===== src/rtl/steer_pkg.sv =====
package steer_pkg;
  typedef enum logic [1:0] {
    LINK_UA = 2'd0,
    LINK_UB = 2'd1,
    LINK_C  = 2'd2
  } link_e;

  localparam logic [1:0] LOC_HI = 2'd0;
  localparam logic [1:0] LOC_MD = 2'd1;

  // Low locality covers codes 2 and 3.
  function automatic logic loc_is_low(input logic [2:0] kind);
    return kind[1];
  endfunction

  function automatic logic loc_is_md(input logic [2:0] kind);
    return kind[1:0] == LOC_MD;
  endfunction

  function automatic logic loc_is_hi(input logic [2:0] kind);
    return kind[1:0] == LOC_HI;
  endfunction
endpackage


===== src/rtl/steer_shadow.sv =====
module steer_shadow #(
  parameter int ID_W = 16,
  parameter int SETS = 16
) (
  input  logic            clk,
  input  logic            rst_n,
  input  logic [ID_W-1:0] look_id,
  input  logic            wr_en,
  input  logic [2:0]      wr_kind,
  output logic            hit,
  output logic [2:0]      old_kind
);
  localparam int IDX_W = $clog2(SETS);
  localparam int TAG_W = ID_W - IDX_W;

  logic [SETS-1:0]  ent_vld;
  logic [TAG_W-1:0] ent_tag  [SETS];
  logic [2:0]       ent_kind [SETS];

  logic [IDX_W-1:0] idx;
  logic [TAG_W-1:0] tag;
  assign idx = look_id[IDX_W-1:0];
  assign tag = look_id[ID_W-1:IDX_W];

  always_comb begin
    hit      = ent_vld[idx] && (ent_tag[idx] == tag);
    old_kind = ent_vld[idx] ? ent_kind[idx] : 3'b010;
  end

  for (genvar s = 0; s < SETS; s++) begin : g_set
    logic set_we;
    assign set_we = wr_en && (idx == IDX_W'(s));

    always_ff @(posedge clk or negedge rst_n) begin
      if (!rst_n)      ent_vld[s] <= 1'b0;
      else if (set_we) ent_vld[s] <= 1'b1;
    end

    always_ff @(posedge clk) begin
      if (set_we) begin
        ent_tag[s]  <= tag;
        ent_kind[s] <= wr_kind;
      end
    end
  end
endmodule


===== src/rtl/steer_loadtrack.sv =====
module steer_loadtrack #(
  parameter int CNT_W  = 10,
  parameter int LINE_W = 4,
  parameter int NLINK  = 3
) (
  input  logic              clk,
  input  logic              rst_n,
  input  logic [NLINK-1:0]  inc_en,
  input  logic [LINE_W-1:0] inc_lines,
  input  logic [NLINK-1:0]  dec_en,
  input  logic [LINE_W-1:0] dec_lines,
  output logic [CNT_W-1:0]  cnt [NLINK]
);
  localparam int SUM_W = CNT_W + 1;
  localparam logic [SUM_W-1:0] CNT_MAX = SUM_W'({CNT_W{1'b1}});

  for (genvar l = 0; l < NLINK; l++) begin : g_link
    logic [SUM_W-1:0] up, sub, diff;
    logic [CNT_W-1:0] cnt_d;
    logic             cnt_en;

    always_comb begin
      up     = SUM_W'(cnt[l]) + (inc_en[l] ? SUM_W'(inc_lines) : '0);
      sub    = dec_en[l] ? SUM_W'(dec_lines) : '0;
      diff   = up - sub;
      cnt_en = inc_en[l] || dec_en[l];
      if (up < sub)           cnt_d = '0;
      else if (diff > CNT_MAX) cnt_d = {CNT_W{1'b1}};
      else                    cnt_d = diff[CNT_W-1:0];
    end

    always_ff @(posedge clk or negedge rst_n) begin
      if (!rst_n)      cnt[l] <= '0;
      else if (cnt_en) cnt[l] <= cnt_d;
    end
  end
endmodule


===== src/rtl/steer_pick.sv =====
module steer_pick
  import steer_pkg::*;
#(
  parameter int CNT_W = 10
) (
  input  logic             hit,
  input  logic [2:0]       kind_new,
  input  logic [2:0]       kind_old,
  input  logic [1:0]       id_lsb,
  input  logic [CNT_W-1:0] cnt_c,
  input  logic [CNT_W-1:0] cnt_ua,
  input  logic [CNT_W-1:0] cnt_ub,
  input  logic [CNT_W-1:0] slk_lo_keep,
  input  logic [CNT_W-1:0] slk_md_keep,
  input  logic [CNT_W-1:0] slk_md_take,
  output link_e            link
);
  localparam int CMP_W = CNT_W + 1;

  link_e            lu;
  logic [CNT_W-1:0] cnt_lu;
  link_e            cand_fix_lo, cand_fix_md, cand_keep_lo, cand_keep_md;
  link_e            cand_take, cand_min;

  // Pre-selection: every candidate is formed without waiting for the lookup.
  always_comb begin
    lu     = (cnt_ua <= cnt_ub) ? LINK_UA : LINK_UB;
    cnt_lu = (cnt_ua <= cnt_ub) ? cnt_ua : cnt_ub;

    cand_fix_lo = id_lsb[0] ? LINK_UB : LINK_UA;
    if (!id_lsb[1])     cand_fix_md = LINK_C;
    else if (id_lsb[0]) cand_fix_md = LINK_UB;
    else                cand_fix_md = LINK_UA;

    cand_keep_lo = (CMP_W'(cnt_c) + CMP_W'(slk_lo_keep) < CMP_W'(cnt_lu)) ? LINK_C : lu;
    cand_keep_md = (CMP_W'(cnt_c) + CMP_W'(slk_md_keep) < CMP_W'(cnt_lu)) ? LINK_C : lu;
    cand_take    = (CMP_W'(cnt_lu) + CMP_W'(slk_md_take) < CMP_W'(cnt_c)) ? lu : LINK_C;

    if (cnt_ua <= cnt_ub && cnt_ua <= cnt_c) cand_min = LINK_UA;
    else if (cnt_ub <= cnt_c)                cand_min = LINK_UB;
    else                                     cand_min = LINK_C;
  end

  // Final arbitration once hit and types are known.
  always_comb begin
    if (hit || loc_is_hi(kind_new))               link = LINK_C;
    else if (kind_new[2] && loc_is_low(kind_new)) link = cand_fix_lo;
    else if (kind_new[2])                         link = cand_fix_md;
    else if (!loc_is_low(kind_old))
      link = loc_is_low(kind_new) ? cand_keep_lo : cand_keep_md;
    else
      link = loc_is_md(kind_new) ? cand_take : cand_min;
  end
endmodule


===== src/rtl/steer_top.sv =====
module steer_top
  import steer_pkg::*;
#(
  parameter int ID_W   = 16,
  parameter int SETS   = 16,
  parameter int CNT_W  = 10,
  parameter int LINE_W = 4
) (
  input  logic              clk,
  input  logic              rst_n,
  input  logic [CNT_W-1:0]  slack_lo_keep,
  input  logic [CNT_W-1:0]  slack_md_keep,
  input  logic [CNT_W-1:0]  slack_md_take,
  input  logic              req_valid,
  input  logic [ID_W-1:0]   req_id,
  input  logic [2:0]        req_kind,
  input  logic [LINE_W-1:0] req_lines,
  input  logic              cpl_valid,
  input  logic [1:0]        cpl_link,
  input  logic [LINE_W-1:0] cpl_lines,
  output logic              grant_valid,
  output logic [1:0]        grant_link
);
  localparam int NLINK = 3;

  logic             sh_hit;
  logic [2:0]       sh_old_kind;
  link_e            sel_link;
  logic             sh_wr;
  logic [NLINK-1:0] inc_en, dec_en;
  logic [CNT_W-1:0] cnt [NLINK];
  logic [CNT_W-1:0] cnt_ua, cnt_ub, cnt_c;
  logic             grant_valid_d;
  logic [1:0]       grant_link_d;

  assign cnt_ua = cnt[0];
  assign cnt_ub = cnt[1];
  assign cnt_c  = cnt[2];

  steer_shadow #(.ID_W(ID_W), .SETS(SETS)) u_shadow (
    .clk(clk), .rst_n(rst_n), .look_id(req_id), .wr_en(sh_wr),
    .wr_kind(req_kind), .hit(sh_hit), .old_kind(sh_old_kind)
  );

  steer_pick #(.CNT_W(CNT_W)) u_pick (
    .hit(sh_hit), .kind_new(req_kind), .kind_old(sh_old_kind),
    .id_lsb(req_id[1:0]), .cnt_c(cnt_c), .cnt_ua(cnt_ua), .cnt_ub(cnt_ub),
    .slk_lo_keep(slack_lo_keep), .slk_md_keep(slack_md_keep),
    .slk_md_take(slack_md_take), .link(sel_link)
  );

  always_comb begin
    sh_wr = req_valid && !sh_hit && (sel_link == LINK_C);
    for (int l = 0; l < NLINK; l++) begin
      inc_en[l] = req_valid && (sel_link == link_e'(l));
      dec_en[l] = cpl_valid && (cpl_link == 2'(l));
    end
  end

  steer_loadtrack #(.CNT_W(CNT_W), .LINE_W(LINE_W), .NLINK(NLINK)) u_load (
    .clk(clk), .rst_n(rst_n), .inc_en(inc_en), .inc_lines(req_lines),
    .dec_en(dec_en), .dec_lines(cpl_lines), .cnt(cnt)
  );

  always_comb begin
    grant_valid_d = req_valid;
    grant_link_d  = req_valid ? sel_link : grant_link;
  end

  always_ff @(posedge clk or negedge rst_n) begin
    if (!rst_n) begin
      grant_valid <= 1'b0;
      grant_link  <= 2'd0;
    end else begin
      grant_valid <= grant_valid_d;
      grant_link  <= grant_link_d;
    end
  end
endmodule


===== config.mk =====
export PLATFORM = sky130hd
export DESIGN_NAME = steer_top
export DESIGN_NICKNAME = d
export VERILOG_FILES = /design/src/rtl/steer_pkg.sv /design/src/rtl/steer_shadow.sv /design/src/rtl/steer_loadtrack.sv /design/src/rtl/steer_pick.sv /design/src/rtl/steer_top.sv
export SDC_FILE = /design/constraint.sdc
export NUM_CORES = 1
export LEC_CHECK = 0
export BUFFER_PORTS_ARGS = -buffer_cell sky130_fd_sc_hd__buf_2
export CORE_ASPECT_RATIO = 1.1
export CORE_MARGIN = 2
export CORE_UTILIZATION = 35
export CTS_CLUSTER_DIAMETER = 30
export DETAILED_ROUTE_END_ITERATION = 7
export GPL_TIMING_DRIVEN = 0
export PLACE_DENSITY = 0.56
export REMOVE_ABC_BUFFERS = 1
export SYNTH_ARGS = -nofsm -noshare
export SYNTH_HDL_FRONTEND = slang
export SYNTH_SLANG_ARGS = --single-unit

===== constraint.sdc =====
create_clock -name clk -period 8.27 [get_ports clk]
set_clock_uncertainty 0.15 [all_clocks]
set_input_delay 0 -clock clk [delete_from_list [all_inputs] [get_ports clk]]
set_output_delay 0 -clock clk [all_outputs]
set_load 0.01 [all_outputs]

==> reports/results.ini <==
[clocking]
cts_tree = built
cts_buffer_depth = 3
root_buffer = clkbuf_16
clock_latency_ns = 0.60
clk_pin_slew_ns = 0.04
htree_levels = 2
clkSinkCount = 257
cts_buffers = 59

[sta]
report.final.slew_viol_count = 0
tightest_slew_ns = 0.973
layout_min_cycle_time_ns = 7.93
hold_viol = 0
fmax_mhz = 126
fin_crit_sh_pct = 95.9
layout_setup_ws_ns = 0.343
setup_viol = 0
whs_ns = 0.0343
max-slew-margin-rel_pct = 35.0

[critical_path]
worstSetupStartpointType = flop
crit_fanout = 8
startpoint = u_load.cnt[20]
crit_required_ns = 8.53
crit_path_max_incr_delay_ns = 0.58
crit_arrival_ns = 8.18
r2r-start = u_load.cnt[20]
critical-path-slowest-cell = fa_2
worstSetupPathType = flop to flop
endpoint_kind = flop

[drt]
drt_iter0_drc = 729
ant_nets = 0
wl_per_cell_um = 20.1
via_per_inst = 5.37
vias = 10638
drt-pass1-iter-count = 6
routed_wl_mm = 39.9
drc = 0

[place]
portBuffers = 65
dp_slack_ns = -2.56
finalWeightedCongestion = 0.856
hpwl_mm = 27.0

[final_layout]
layout-drive-gt1-share_pct = 29.4
areaGrowthSynthToFinish_pct = 27.6
nFillCells = 3822
finalNetCount = 1548

[global_route]
overflow = 0
track_usage_pct = 17.8
grt_pass1_vias = 10868
grt_pass1_wl_mm = 61.5
grt_start_max_net_pins = 58
antenna_found_initial = 1

[hold_path]
hold_start = req_kind[2]
hold_class = primary input to flop

[power_and_ir_drop]
peakVddDrop_uv = 344
p_per_area_nw_per_um2 = 384
leakage_nw = 7.39
total_power_mw = 7.37

[yosys]
yosysUniqueCellTypes = 72
yosys.area.top_type = edfxtp_1
synth_seq_cells = 257
ys.flop_type = edfxtp_1
synth_top_cell_area_share_pct = 41.5
synthTopCellsByCount = edfxtp_1, ha_1, a21oi_1
yosysMostFrequentCell = edfxtp_1
synth_area_um2 = 15100
synth_warnings = 0
synth.area.top_cells = edfxtp_1, ha_1, dfrtp_1, mux4_2, a21oi_1
synth.avg_cell_area_um2 = 12.5
synth_edf_count = 208
async_reset_ff_share_pct = 19.1
netlist_instances = 1202
ys_seq_area_share_pct = 49.6

[die]
dieArea_um2 = 44700
fp.dieH_um = 222
io-pin-count = 66
die_w_um = 202
core_area_um2 = 42400
num_rows = 79
start_util_pct = 35.5

[outcome]
status = completed

[job]
cap_viol_max_count = 0

[path summary, 6_finish.rpt]
path	end	depth (start not counted)	slack, ns
hold / removal	grant_link[0]	6	0.03
min in group asynchronous	u_load.cnt[19]	3	0.30
setup reg to reg	u_load.cnt[25]	38	0.34
hold reg to reg	u_shadow.ent_vld[14]	1	0.31
max in group asynchronous	u_load.cnt[21]	4	7.11
setup / recovery	u_load.cnt[25]	38	0.34
[report_power, final]
part / internal (mW) / switching, mW
combinational: 1.51 / 1.73
sequential: 1.53 / 0.162
clock: 1.67 / 0.768
total: 4.71 / 2.66
[per-stage QoR]
step / setup TNS, ns / instance area, um^2 / instances / utilization (%)
floorplan: -1.59 / 14800 / 1162 / -
detailed placement: -62.30 / 16100 / 1807 / 38.0
global route: -0.214 / 19200 / 1981 / 45.3
CTS: 0 / 18800 / 1962 / 44.4
finish: 0 / 19200 / 1982 / 45.3
global placement: -76.66 / 15900 / 1794 / 37.4
[kinds of logic (layout without fill, tap and decap cells)]
logic type / Yosys count / count (layout) / synth area share, %
other cells: 0 / 1 / 0
simple gates: 266 / 266 / 9.05
xor+xnor: 60 / 60 / 3.49
fa+ha+maj: 121 / 121 / 10.5
mux: 105 / 106 / 11.5
buf+inv: 101 / 312 / 2.95
flops: 257 / 257 / 49.6
compound gates: 292 / 292 / 12.9
[sequential cells by signal (all words and copies together), names as in the netlist]
signal / cells
u_shadow.ent_tag: 192
u_load.cnt: 30
u_shadow.ent_kind: 16
u_shadow.ent_vld: 16
grant_link: 2
grant_valid: 1
[layout by cell type, fill, tap and decap left out, drive strengths merged, types with 20 or more instances in the layout]
master / count
edfxtp: 208
buf: 118
ha: 112
a21oi: 89
nor2: 72
clkbuf: 70
inv: 68
mux4: 51
nand2: 51
dfrtp: 49
o21ai: 47
xnor2: 41
a21o: 32
mux2: 32
mux2i: 23
dlygate4sd3: 22
nand2b: 21
and2: 20
[layer usage]
layer,track usage [%],vias up,wire (um)
li1,-,4984,-
met3,3.22,62,1510
met2,30.3,234,19800
met1,22.5,5358,17400
met5,0,-,0
met4,6.50,0,1140
[timing repair]
item / CTS / global route
pin swaps: 10 / 23
hold endpoints to repair: 275 / 15
resized for setup: 53 / 53
hold buffers: 21 / 1
cloned: 0 / 1
endpoints found under the setup margin: 30 / 30
buffers inserted: 23 / 16
[area by class of cell]
cell class | count | area [um^2] | area share, %
multi-input combinational | 845 | 7570 | 39.4
sequential | 257 | 7490 | 39.0
clock buffer | 70 | 1570 | 8.16
timing repair buffer | 140 | 1070 | 5.57
tap | 567 | 709 | 3.69
clock inverter | 41 | 562 | 2.93
inverter | 61 | 229 | 1.19
antenna | 1 | 2.50 | 0.0130
[worst max-delay path: cells and delay by family (launching register included)]
kind	cells	cell delay [ns]
multiplexers	1	0.39
adder cells (fa/ha/maj)	6	1.74
AO/OA/AOI/OAI	18	3.19
XOR/XNOR	2	0.30
AND/OR/NAND/NOR	9	1.20
flip-flops	1	0.46
buffers and inverters	2	0.31
Power figures use the tool's default switching activity.
